===== src/rtl/hb_seq_pkg.sv =====
package hb_seq_pkg;

    typedef enum logic [1:0] {
        MODE_MUX = 2'd0,
        MODE_SEP = 2'd1,
        MODE_CRD = 2'd2,
        MODE_BAD = 2'd3
    } hb_mode_e;

    typedef enum logic [2:0] {
        ST_IDLE = 3'd0,
        ST_ADDR = 3'd1,
        ST_TURN = 3'd2,
        ST_STRB = 3'd3,
        ST_BGAP = 3'd4
    } hb_state_e;

endpackage


===== src/rtl/hb_cfg_resolve.sv =====
// Chooses the effective sub-mode and the strobe length for a new request.
module hb_cfg_resolve
    import hb_seq_pkg::*;
#(
    parameter int WS_BITS   = 2,
    parameter int LEN_W     = 4,
    parameter int BURST_STB = 2
) (
    input  logic               cs_sel,
    input  logic [1:0]         cs_mode,
    input  logic [1:0]         glb_mode,
    input  logic               is_write,
    input  logic [WS_BITS-1:0] rd_ws,
    input  logic [WS_BITS-1:0] wr_ws,
    input  logic               rd_trim,
    input  logic               wr_trim,
    input  logic               burst_en,
    output hb_mode_e           mode,
    output logic               illegal,
    output logic               burst_go,
    output logic [LEN_W-1:0]   len
);

    logic [WS_BITS-1:0] ws_sel;
    logic               trim_sel;
    logic [LEN_W-1:0]   len_ws;

    always_comb begin
        mode     = hb_mode_e'(cs_sel ? cs_mode : glb_mode);
        illegal  = (mode == MODE_BAD);
        burst_go = burst_en && (mode == MODE_MUX);
        ws_sel   = is_write ? wr_ws : rd_ws;
        trim_sel = is_write ? wr_trim : rd_trim;
        // each encoding step is two clocks; the trim removes one
        len_ws   = ((LEN_W'(ws_sel) + LEN_W'(1)) << 1) - LEN_W'(trim_sel);
        len      = burst_go ? LEN_W'(BURST_STB) : len_ws;
    end

endmodule


===== src/rtl/hb_strobe_timer.sv =====
// Counts clocks of an active strobe and flags its last clock.
module hb_strobe_timer #(
    parameter int LEN_W = 4
) (
    input  logic             clk,
    input  logic             rst_n,
    input  logic             run,
    input  logic [LEN_W-1:0] len,
    output logic             last
);

    logic [LEN_W-1:0] cnt_q;

    assign last = run && (cnt_q == (len - LEN_W'(1)));

    always_ff @(posedge clk or negedge rst_n) begin
        if (!rst_n) begin
            cnt_q <= '0;
        end else if (run && !last) begin
            cnt_q <= cnt_q + LEN_W'(1);
        end else begin
            cnt_q <= '0;
        end
    end

endmodule


===== src/rtl/hb_seq_fsm.sv =====
// Access state machine with its request and response registers.
module hb_seq_fsm
    import hb_seq_pkg::*;
#(
    parameter int DW    = 16,
    parameter int AW    = 16,
    parameter int LEN_W = 4
) (
    input  logic             clk,
    input  logic             rst_n,
    input  logic             req_valid,
    input  logic             req_write,
    input  logic             req_burst,
    input  logic [AW-1:0]    req_addr,
    input  logic [DW-1:0]    req_wdata,
    input  hb_mode_e         rs_mode,
    input  logic             rs_illegal,
    input  logic             rs_burst,
    input  logic [LEN_W-1:0] rs_len,
    input  logic [DW-1:0]    bus_ad_in,
    input  logic             tm_last,
    output logic             tm_run,
    output logic [LEN_W-1:0] len_q,
    output logic [DW-1:0]    bus_ad_out,
    output logic             bus_ad_oe,
    output logic [AW-1:0]    bus_addr,
    output logic             bus_ale,
    output logic             bus_cs,
    output logic             bus_rd,
    output logic             bus_wr,
    output logic             rsp_done,
    output logic             rsp_err,
    output logic [DW-1:0]    rsp_rdata
);

    hb_state_e     state_q, state_d;
    hb_mode_e      mode_q;
    logic [AW-1:0] addr_q;
    logic [DW-1:0] wdata_q;
    logic          write_q;
    logic          burst_q;
    logic          crd_q;

    logic accept;
    logic word_end;
    logic go_burst;
    logic go_crd;

    assign accept   = (state_q == ST_IDLE) && req_valid && !rs_illegal;
    assign word_end = (state_q == ST_STRB) && tm_last;
    assign go_burst = word_end && req_burst && burst_q;
    assign go_crd   = word_end && req_burst && crd_q;
    assign tm_run   = (state_q == ST_STRB);

    // state register
    always_ff @(posedge clk or negedge rst_n) begin
        if (!rst_n) begin
            state_q <= ST_IDLE;
        end else begin
            state_q <= state_d;
        end
    end

    // transitions
    always_comb begin
        state_d = state_q;
        unique case (state_q)
            ST_IDLE: begin
                if (accept) begin
                    state_d = ST_ADDR;
                end
            end
            ST_ADDR: begin
                state_d = (mode_q == MODE_MUX) ? ST_TURN : ST_STRB;
            end
            ST_TURN: begin
                state_d = ST_STRB;
            end
            ST_STRB: begin
                if (go_burst) begin
                    state_d = ST_BGAP;
                end else if (go_crd) begin
                    state_d = ST_STRB;
                end else if (tm_last) begin
                    state_d = ST_IDLE;
                end
            end
            ST_BGAP: begin
                state_d = ST_STRB;
            end
            default: begin
                state_d = ST_IDLE;
            end
        endcase
    end

    // request capture and response registers
    always_ff @(posedge clk or negedge rst_n) begin
        if (!rst_n) begin
            mode_q    <= MODE_MUX;
            addr_q    <= '0;
            wdata_q   <= '0;
            write_q   <= 1'b0;
            burst_q   <= 1'b0;
            crd_q     <= 1'b0;
            len_q     <= LEN_W'(1);
            rsp_done  <= 1'b0;
            rsp_err   <= 1'b0;
            rsp_rdata <= '0;
        end else begin
            rsp_done <= word_end;
            rsp_err  <= (state_q == ST_IDLE) && req_valid && rs_illegal;
            if (accept) begin
                mode_q  <= rs_mode;
                addr_q  <= req_addr;
                wdata_q <= req_wdata;
                write_q <= req_write;
                burst_q <= rs_burst;
                crd_q   <= (rs_mode == MODE_CRD) && !req_write;
                len_q   <= rs_len;
            end
            if (go_crd) begin
                addr_q <= addr_q + AW'(1);
            end
            if (state_q == ST_BGAP) begin
                wdata_q <= req_wdata;
            end
            if (word_end && !write_q) begin
                rsp_rdata <= bus_ad_in;
            end
        end
    end

    // pin outputs from the current state
    always_comb begin
        bus_cs     = 1'b0;
        bus_ale    = 1'b0;
        bus_rd     = 1'b0;
        bus_wr     = 1'b0;
        bus_ad_oe  = 1'b0;
        bus_ad_out = '0;
        bus_addr   = '0;
        unique case (state_q)
            ST_IDLE: begin
                bus_cs = 1'b0;
            end
            ST_ADDR: begin
                bus_cs = 1'b1;
                if (mode_q == MODE_MUX) begin
                    bus_ale    = 1'b1;
                    bus_ad_oe  = 1'b1;
                    bus_ad_out = DW'(addr_q);
                end else begin
                    bus_addr   = addr_q;
                    bus_ad_oe  = write_q;
                    bus_ad_out = wdata_q;
                end
            end
            ST_TURN, ST_BGAP: begin
                bus_cs     = 1'b1;
                bus_ad_oe  = write_q;
                bus_ad_out = wdata_q;
            end
            ST_STRB: begin
                bus_cs     = 1'b1;
                bus_rd     = !write_q;
                bus_wr     = write_q;
                bus_ad_oe  = write_q;
                bus_ad_out = wdata_q;
                if (mode_q != MODE_MUX) begin
                    bus_addr = addr_q;
                end
            end
            default: begin
                bus_cs = 1'b0;
            end
        endcase
    end

endmodule


===== src/rtl/hb_strobe_seq.sv =====
// Top: one chip select of a 16-bit host bus.
module hb_strobe_seq
    import hb_seq_pkg::*;
#(
    parameter int DW        = 16,
    parameter int AW        = 16,
    parameter int WS_BITS   = 2,
    parameter int BURST_STB = 2
) (
    input  logic               clk,
    input  logic               rst_n,
    input  logic               req_valid,
    input  logic               req_write,
    input  logic               req_burst,
    input  logic [AW-1:0]      req_addr,
    input  logic [DW-1:0]      req_wdata,
    input  logic               cfg_cs_sel,
    input  logic [1:0]         cfg_cs_mode,
    input  logic [1:0]         cfg_glb_mode,
    input  logic [WS_BITS-1:0] cfg_rd_ws,
    input  logic [WS_BITS-1:0] cfg_wr_ws,
    input  logic               cfg_rd_trim,
    input  logic               cfg_wr_trim,
    input  logic               cfg_burst_en,
    input  logic [DW-1:0]      bus_ad_in,
    output logic [DW-1:0]      bus_ad_out,
    output logic               bus_ad_oe,
    output logic [AW-1:0]      bus_addr,
    output logic               bus_ale,
    output logic               bus_cs,
    output logic               bus_rd,
    output logic               bus_wr,
    output logic               rsp_done,
    output logic               rsp_err,
    output logic [DW-1:0]      rsp_rdata
);

    localparam int MAX_LEN = 2 * (2 ** WS_BITS);
    localparam int LEN_W   = $clog2(((MAX_LEN > BURST_STB) ? MAX_LEN : BURST_STB) + 1);

    hb_mode_e         rs_mode;
    logic             rs_illegal;
    logic             rs_burst;
    logic [LEN_W-1:0] rs_len;
    logic [LEN_W-1:0] len_q;
    logic             tm_run;
    logic             tm_last;

    hb_cfg_resolve #(
        .WS_BITS  (WS_BITS),
        .LEN_W    (LEN_W),
        .BURST_STB(BURST_STB)
    ) u_resolve (
        .cs_sel  (cfg_cs_sel),
        .cs_mode (cfg_cs_mode),
        .glb_mode(cfg_glb_mode),
        .is_write(req_write),
        .rd_ws   (cfg_rd_ws),
        .wr_ws   (cfg_wr_ws),
        .rd_trim (cfg_rd_trim),
        .wr_trim (cfg_wr_trim),
        .burst_en(cfg_burst_en),
        .mode    (rs_mode),
        .illegal (rs_illegal),
        .burst_go(rs_burst),
        .len     (rs_len)
    );

    hb_strobe_timer #(
        .LEN_W(LEN_W)
    ) u_timer (
        .clk  (clk),
        .rst_n(rst_n),
        .run  (tm_run),
        .len  (len_q),
        .last (tm_last)
    );

    hb_seq_fsm #(
        .DW   (DW),
        .AW   (AW),
        .LEN_W(LEN_W)
    ) u_fsm (
        .clk       (clk),
        .rst_n     (rst_n),
        .req_valid (req_valid),
        .req_write (req_write),
        .req_burst (req_burst),
        .req_addr  (req_addr),
        .req_wdata (req_wdata),
        .rs_mode   (rs_mode),
        .rs_illegal(rs_illegal),
        .rs_burst  (rs_burst),
        .rs_len    (rs_len),
        .bus_ad_in (bus_ad_in),
        .tm_last   (tm_last),
        .tm_run    (tm_run),
        .len_q     (len_q),
        .bus_ad_out(bus_ad_out),
        .bus_ad_oe (bus_ad_oe),
        .bus_addr  (bus_addr),
        .bus_ale   (bus_ale),
        .bus_cs    (bus_cs),
        .bus_rd    (bus_rd),
        .bus_wr    (bus_wr),
        .rsp_done  (rsp_done),
        .rsp_err   (rsp_err),
        .rsp_rdata (rsp_rdata)
    );

endmodule


===== config.mk =====
export PLATFORM = sky130hd
export DESIGN_NAME = hb_strobe_seq
export DESIGN_NICKNAME = d
export VERILOG_FILES = /design/src/rtl/hb_seq_pkg.sv /design/src/rtl/hb_cfg_resolve.sv /design/src/rtl/hb_strobe_timer.sv /design/src/rtl/hb_seq_fsm.sv /design/src/rtl/hb_strobe_seq.sv
export SDC_FILE = /design/constraint.sdc
export NUM_CORES = 1
export LEC_CHECK = 0
export ABC_AREA = 1
export ABC_CLOCK_PERIOD_IN_PS = 4500
export BUFFER_PORTS_ARGS = -buffer_cell sky130_fd_sc_hd__buf_2
export CAP_MARGIN = 20
export CORE_MARGIN = 2
export CORE_UTILIZATION = 56
export CTS_CLUSTER_DIAMETER = 50
export DETAILED_ROUTE_END_ITERATION = 12
export GPL_ROUTABILITY_DRIVEN = 1
export GPL_TIMING_DRIVEN = 0
export PLACE_DENSITY = 0.86
export SETUP_SLACK_MARGIN = 0.05
export SKIP_LAST_GASP = 1
export SYNTH_ARGS = -nofsm -noshare
export SYNTH_HDL_FRONTEND = slang
export SYNTH_HIERARCHICAL = 1
export SYNTH_SLANG_ARGS = --single-unit

===== constraint.sdc =====
create_clock -name clk -period 4.5 [get_ports clk]
set_input_delay 0.9 -clock clk [delete_from_list [all_inputs] [get_ports clk]]
set_output_delay 0.9 -clock clk [all_outputs]
set_load 0.05 [all_outputs]

# Yosys cells after proc, flatten, opt, wreduce, memory -nomap -nowiden
# Cells that the tools add are included.
totals:
  mem_bits_rw: 0
  elab_cells: 79
  input_bits: 65
  out_inout_bits: 55
  latchBits: 0
  memories: 0
  regBits: 66
  mem_bits_ro: 0
classes:
  n_eq_ne: 9
  div: 0
  mul: 0
  n_reduce_logical: 26
  order_cmp: 0
  bitwise: 0
  shifts: 0
  mux: 27
  n_addsub: 5
ops:
  columns: ["op", "n"]
  rows:
  - ["$mux W16", 7]
  - ["$pmux W16 S2", 2]
  - ["$add A16 B1 Y16 const B", 1]
  - ["$logic_and A1 B1 Y1", 12]
  - ["$mux W3", 4]
  - ["$pmux W3 S4", 1]
  - ["$mux W1", 8]
  - ["$mux W4", 2]
  - ["$eq A3 B2 Y1 const B", 2]
  - ["$reduce_bool A2 Y1", 3]
  - ["$add A4 B1 Y4 const B", 1]
  - ["$eq A2 B2 Y1 const B", 2]
  - ["$eq A4 B4 Y1", 1]
  - ["$logic_not A1 Y1", 4]
  - ["$logic_not A2 Y1", 2]
  - ["$mux W2", 2]
  - ["$ne A4 B1 Y1 const B", 1]
  - ["$reduce_or A4 Y1", 1]
  - ["$sub A4 B1 Y4", 1]
  - ["$sub A4 B1 Y4 const B", 1]
  - ["$add A2 B1 Y3 const B", 1]
  - ["$eq A3 B1 Y1 const B", 1]
  - ["$eq A3 B3 Y1 const B", 1]
  - ["$logic_not A3 Y1", 1]
  - ["other kinds (5)", 5]

# Longest topological paths before layout
logic_depth:
  word_depth: 9
  depth_mapped: 18
  mapped_depth_nobuf: 17

# Hierarchy
# The synthesis kept the hierarchy.
modules_own_cells:
  columns: ["mod", "cells_per_inst", "seq_area_each_um2", "n_inst", "area_each_um2"]
  rows:
  - ["hb_seq_fsm", 445, 1552.7, 1, 3347.0]
  - ["hb_strobe_timer", 43, 100.1, 1, 297.8]
  - ["hb_cfg_resolve", 38, 0.0, 1, 219.0]

# Worst setup path after synthesis
# OpenSTA, ideal clock, no wires.
synth_timing:
  path_kind: "reg-to-output"
  start: "reg u_fsm.state_q[1]"
  end: "out bus_ad_out[11]"
  arrival_time_ns: 2.384
  n_path_buf: 1
  t_required_ns: 3.600
  stages_incl_launch_ff: 7
  slack_ns: 1.216
  cell_sequence: "dfrtp_1 nor2_4 nand2_1 nor2_2 inv_1 buf_6 o22ai_1"
synth_via:
  elab_chain_len: 3
  elab_cells_between_ends: 6
  cone_classes: "eq/ne: 4; mux: 1; reduce/logical: 1"
synth_lines:
  columns: ["element", "line_no", "text"]
  rows:
  - ["from (decl)", "hb_seq_fsm.sv:36", "hb_state_e state_q, state_d;"]
  - ["from (signal assigned)", "hb_seq_fsm.sv:60", "state_q <= state_d;"]
  - ["$eq A3 B2 Y1 / $eq A3 B3 Y1 (equally long branches)", "hb_seq_fsm.sv:143", "unique case (state_q)"]
  - ["$reduce_or A3 Y1 (no line)", null, null]
  - ["$pmux W16 S2 (*)", "hb_seq_fsm.sv:143", null]
  - ["to (decl)", "hb_strobe_seq.sv:26", "output logic [DW-1:0] bus_ad_out,"]
# Every way passes the cells marked *; elsewhere a longest branch is shown, timed or not.

# Final worst setup path
layout_timing:
  start: "reg u_fsm.mode_q[1]"
  end: "out bus_ad_out[6]"
layout_via:
  elab_chain_len: 3
layout_lines:
  columns: ["element", "line_no", "text"]
  rows:
  - ["from (decl)", "hb_seq_fsm.sv:37", "hb_mode_e mode_q;"]
  - ["from (signal assigned)", "hb_seq_fsm.sv:114", "mode_q <= rs_mode;"]
  - ["$logic_not A2 Y1", "hb_seq_fsm.sv:149", "if (mode_q == MODE_MUX) begin"]
  - ["$mux W16", "hb_seq_fsm.sv:149", null]
  - ["$pmux W16 S2", "hb_seq_fsm.sv:143", null]
# Every way passes these cells.

==> flow_summary.ini <==
[final_layout]
drive_above_1_share_pct = 26.8
antenna_cells = 0
syn_to_final_growth_pct = 23.3
fin_cells = 741
final_cell_mix = nand2_1, buf_2, inv_1, dfrtp_1, nand3_1
nets = 727
layout_commonest_cell = nand2_1

[clock_tree]
clkSlewWorstSetupHoldPaths_ns = 0.07
clk_path_buf_depth = 2
postCtsSetupRepairBufs = 0
cts.htree.levels = 3
cts_sinks = 66
cts-resized-gates = 0
cts_tree = done
cts_buffers = 9
root_buffer = clkbuf_8
clock_latency_ns = 0.35
postCtsHoldBufs = 0

[setup_path]
timing.rr.end = u_fsm/addr_q[5]
arrival_ns = 2.15
worst_setup_path_end_kind = output port
cpMaxStageDelayCell = dfrtp_1
max_stage_delay_ns = 0.40
worstSetupPathType = reg -> out
crit_family = buffers and inverters
reg2reg_slack_ns = 2.00
cp.depth = 7
critPathBufInv = 4
cp-start-kind = register
r2r-start = u_fsm/len_q[0]
crit_fanout = 10
endpoint = bus_ad_out[6]
worstPathRequired_ns = 3.60
worstPathCellList = nor2_2 > inv_1 > nor2_2 > inv_1 > buf_6 > o22ai_1 > buf_2
crit_start = u_fsm/mode_q[1]
reg2regPathDepth = 15

[global_routing]
antenna_found_initial = 0
grtUsageTotal_pct = 28.8
grt_pass1_vias = 3850
grt_start_max_net_pins = 67
grt_overflow = 0
grt_pass1_wl_um = 17100

[timing]
min_period_over_period_pct = 67.8
final-max-slew-violation-count = 0
fmax_mhz = 328
finalHoldViolations = 0
setup_tns_ns = 0
rsz0062_at_grt = no
max-slew-margin-rel_pct = 45.7
min_period_ns = 3.05
final-setup-viol-count = 0
clock_skew_ns = 0.0109
worstMarginPinSlew_ns = 0.815

[pwr]
ir_drop_mv = 0.462
power_density_nw_per_um2 = 805
power_leakage_nw = 2.60

[synthesis]
synthArstFlopShare_pct = 100
synth_cells = 526
syn-num-nets = 597
syn_avg_cell_area_sq_um = 7.35
synth_edf_count = 0
ys_ff_latch = 66
synth_warnings = 6
synthesis.area_sq_um = 3860
seq_area_frac_synth_pct = 42.8
synth_cell_types = 35
dominantRegCellSynth = dfrtp_1

[floorplan]
die_area_sq_um = 7580
die_height_um = 87.1
die_x_um = 87.1
ios = 120
start_util_pct = 57.5
num_rows = 30
core_sq_um = 6720

[job]
max_cap_viol_count = 0

[placed_design]
place.gp.congestion = 0.906
place_inst = 725
place.port_buffers = 119
dp_hpwl_um = 7800

[routing]
viasPerCell = 5.36
wirelength_um = 10400
wl_met2_um = 5130
route.detailed.drc = 0
wl_per_cell_um = 14.0
met1Wirelength_um = 4230
first_pass_iters = 8
wl_met3_um = 736
drtIter0Drc = 256
vias = 3975
antenna_left = 0
top_layer_used = met4

[min_path]
hold_path.class = reg -> reg

[run_status]
outcome = completed
==> where the power goes <==
part           internal [mW]  switching [mW]  leakage [nW]
sequential             0.858           0.204         0.814
clock                  0.272           0.239         0.103
combinational          0.553            1.71          1.68
==> state kept, by name (all words and copies together), names as in the netlist <==
| register | flops |
|---|---|
| u_fsm/rsp_rdata | 16 |
| u_fsm/rsp_err | 1 |
| u_fsm/wdata_q | 16 |
| u_fsm/mode_q | 2 |
| u_fsm/len_q | 4 |
| u_fsm/write_q | 1 |
| u_fsm/addr_q | 16 |
| u_fsm/burst_q | 1 |
| u_fsm/crd_q | 1 |
| u_fsm/state_q | 3 |
| u_timer/cnt_q | 4 |
| u_fsm/rsp_done | 1 |
==> worst min-delay path by stage <==
| stage | from | endpoint | slack, ns | cells past startpoint |
|---|---|---|---|---|
| 2_1_floorplan | u_fsm/len_q[1] | u_fsm/len_q[1] | 0.45 | 2 |
| 3_3_place_gp | u_fsm/rsp_rdata[7] | u_fsm/rsp_rdata[7] | 0.45 | 2 |
| 3_5_place_dp | u_fsm/rsp_rdata[10] | u_fsm/rsp_rdata[10] | 0.46 | 2 |
| 4_1_cts | u_fsm/rsp_rdata[10] | u_fsm/rsp_rdata[10] | 0.48 | 2 |
| 5_1_grt | u_fsm/rsp_rdata[10] | u_fsm/rsp_rdata[10] | 0.50 | 2 |
| 6_report | u_fsm/rsp_rdata[10] | u_fsm/rsp_rdata[10] | 0.48 | 2 |
==> cell usage after synthesis (2+ instances only) <==
cell | count | area share (%)
o21ai_1 | 5 | 0.65
nor2_4 | 4 | 1.2
clkbuf_1 | 4 | 0.39
buf_6 | 5 | 1.5
nor2_1 | 31 | 3.0
buf_2 | 6 | 0.78
a21oi_1 | 3 | 0.39
ha_1 | 6 | 1.9
xnor2_1 | 3 | 0.68
buf_4 | 2 | 0.39
nand2_2 | 8 | 1.3
nand3_1 | 41 | 5.3
o21ai_0 | 32 | 4.1
nor3_1 | 16 | 2.1
nand3_4 | 2 | 0.91
or2_2 | 2 | 0.32
nor2_2 | 3 | 0.49
nand4_1 | 6 | 0.97
inv_2 | 3 | 0.29
o22ai_1 | 17 | 2.8
nand3_2 | 2 | 0.52
xor2_1 | 7 | 1.6
nand2_1 | 174 | 17
inv_1 | 69 | 6.7
dfrtp_1 | 65 | 42
==> cells by family (layout without fill, tap and decap cells) <==
kind of cell,count (synthesis),after routing,share of synthesized area [%]
adder cells (fa/ha/maj),6,6,1.94
XOR/XNOR,10,10,2.27
AND/OR/NAND/NOR,292,292,34.0
AO/OA/AOI/OAI,61,61,8.81
flip-flops,66,66,42.8
buffers and inverters,91,226,10.2
==> through the flow <==
step	total power, mW	util (%)	cell area, sq um	hold slack [ns]	worst slack (ns)
after detailed placement	3.30	67.9	4560	0.460	1.86
after global routing	4.07	70.9	4760	0.501	1.28
after global placement	3.24	67.9	4560	0.452	1.90
after CTS	3.82	70.9	4760	0.478	1.47
after floorplan	2.75	-	3860	0.449	1.22
final	3.84	70.9	4760	0.479	1.45
==> tightest hold or removal path, delay by kind of cell (launching register included) <==
family / cells / cell delay, ns
flip-flops: 1 / 0.35
AND/OR/NAND/NOR: 2 / 0.10
==> cell type report <==
class                   count  area [sq um]
plain buffers              17           116
clock buffers              10           138
clock inverters             6          65.1
fillers                   541          1950
inverters                  74           279
multi-input cells         369          1820
flip-flops and latches     66          1650
well taps                  80           100
repair buffers            119           598
==> layer usage <==
| metal | vias up | global-route usage [%] |
|---|---|---|
| li1 | 1927 | - |
| met1 | 1842 | 35.2 |
| met2 | 179 | 48.9 |
| met3 | 27 | 5.69 |
| met4 | 0 | 13.4 |
| met5 | - | 0 |
Note: power is estimated with default switching activity, not from simulation.
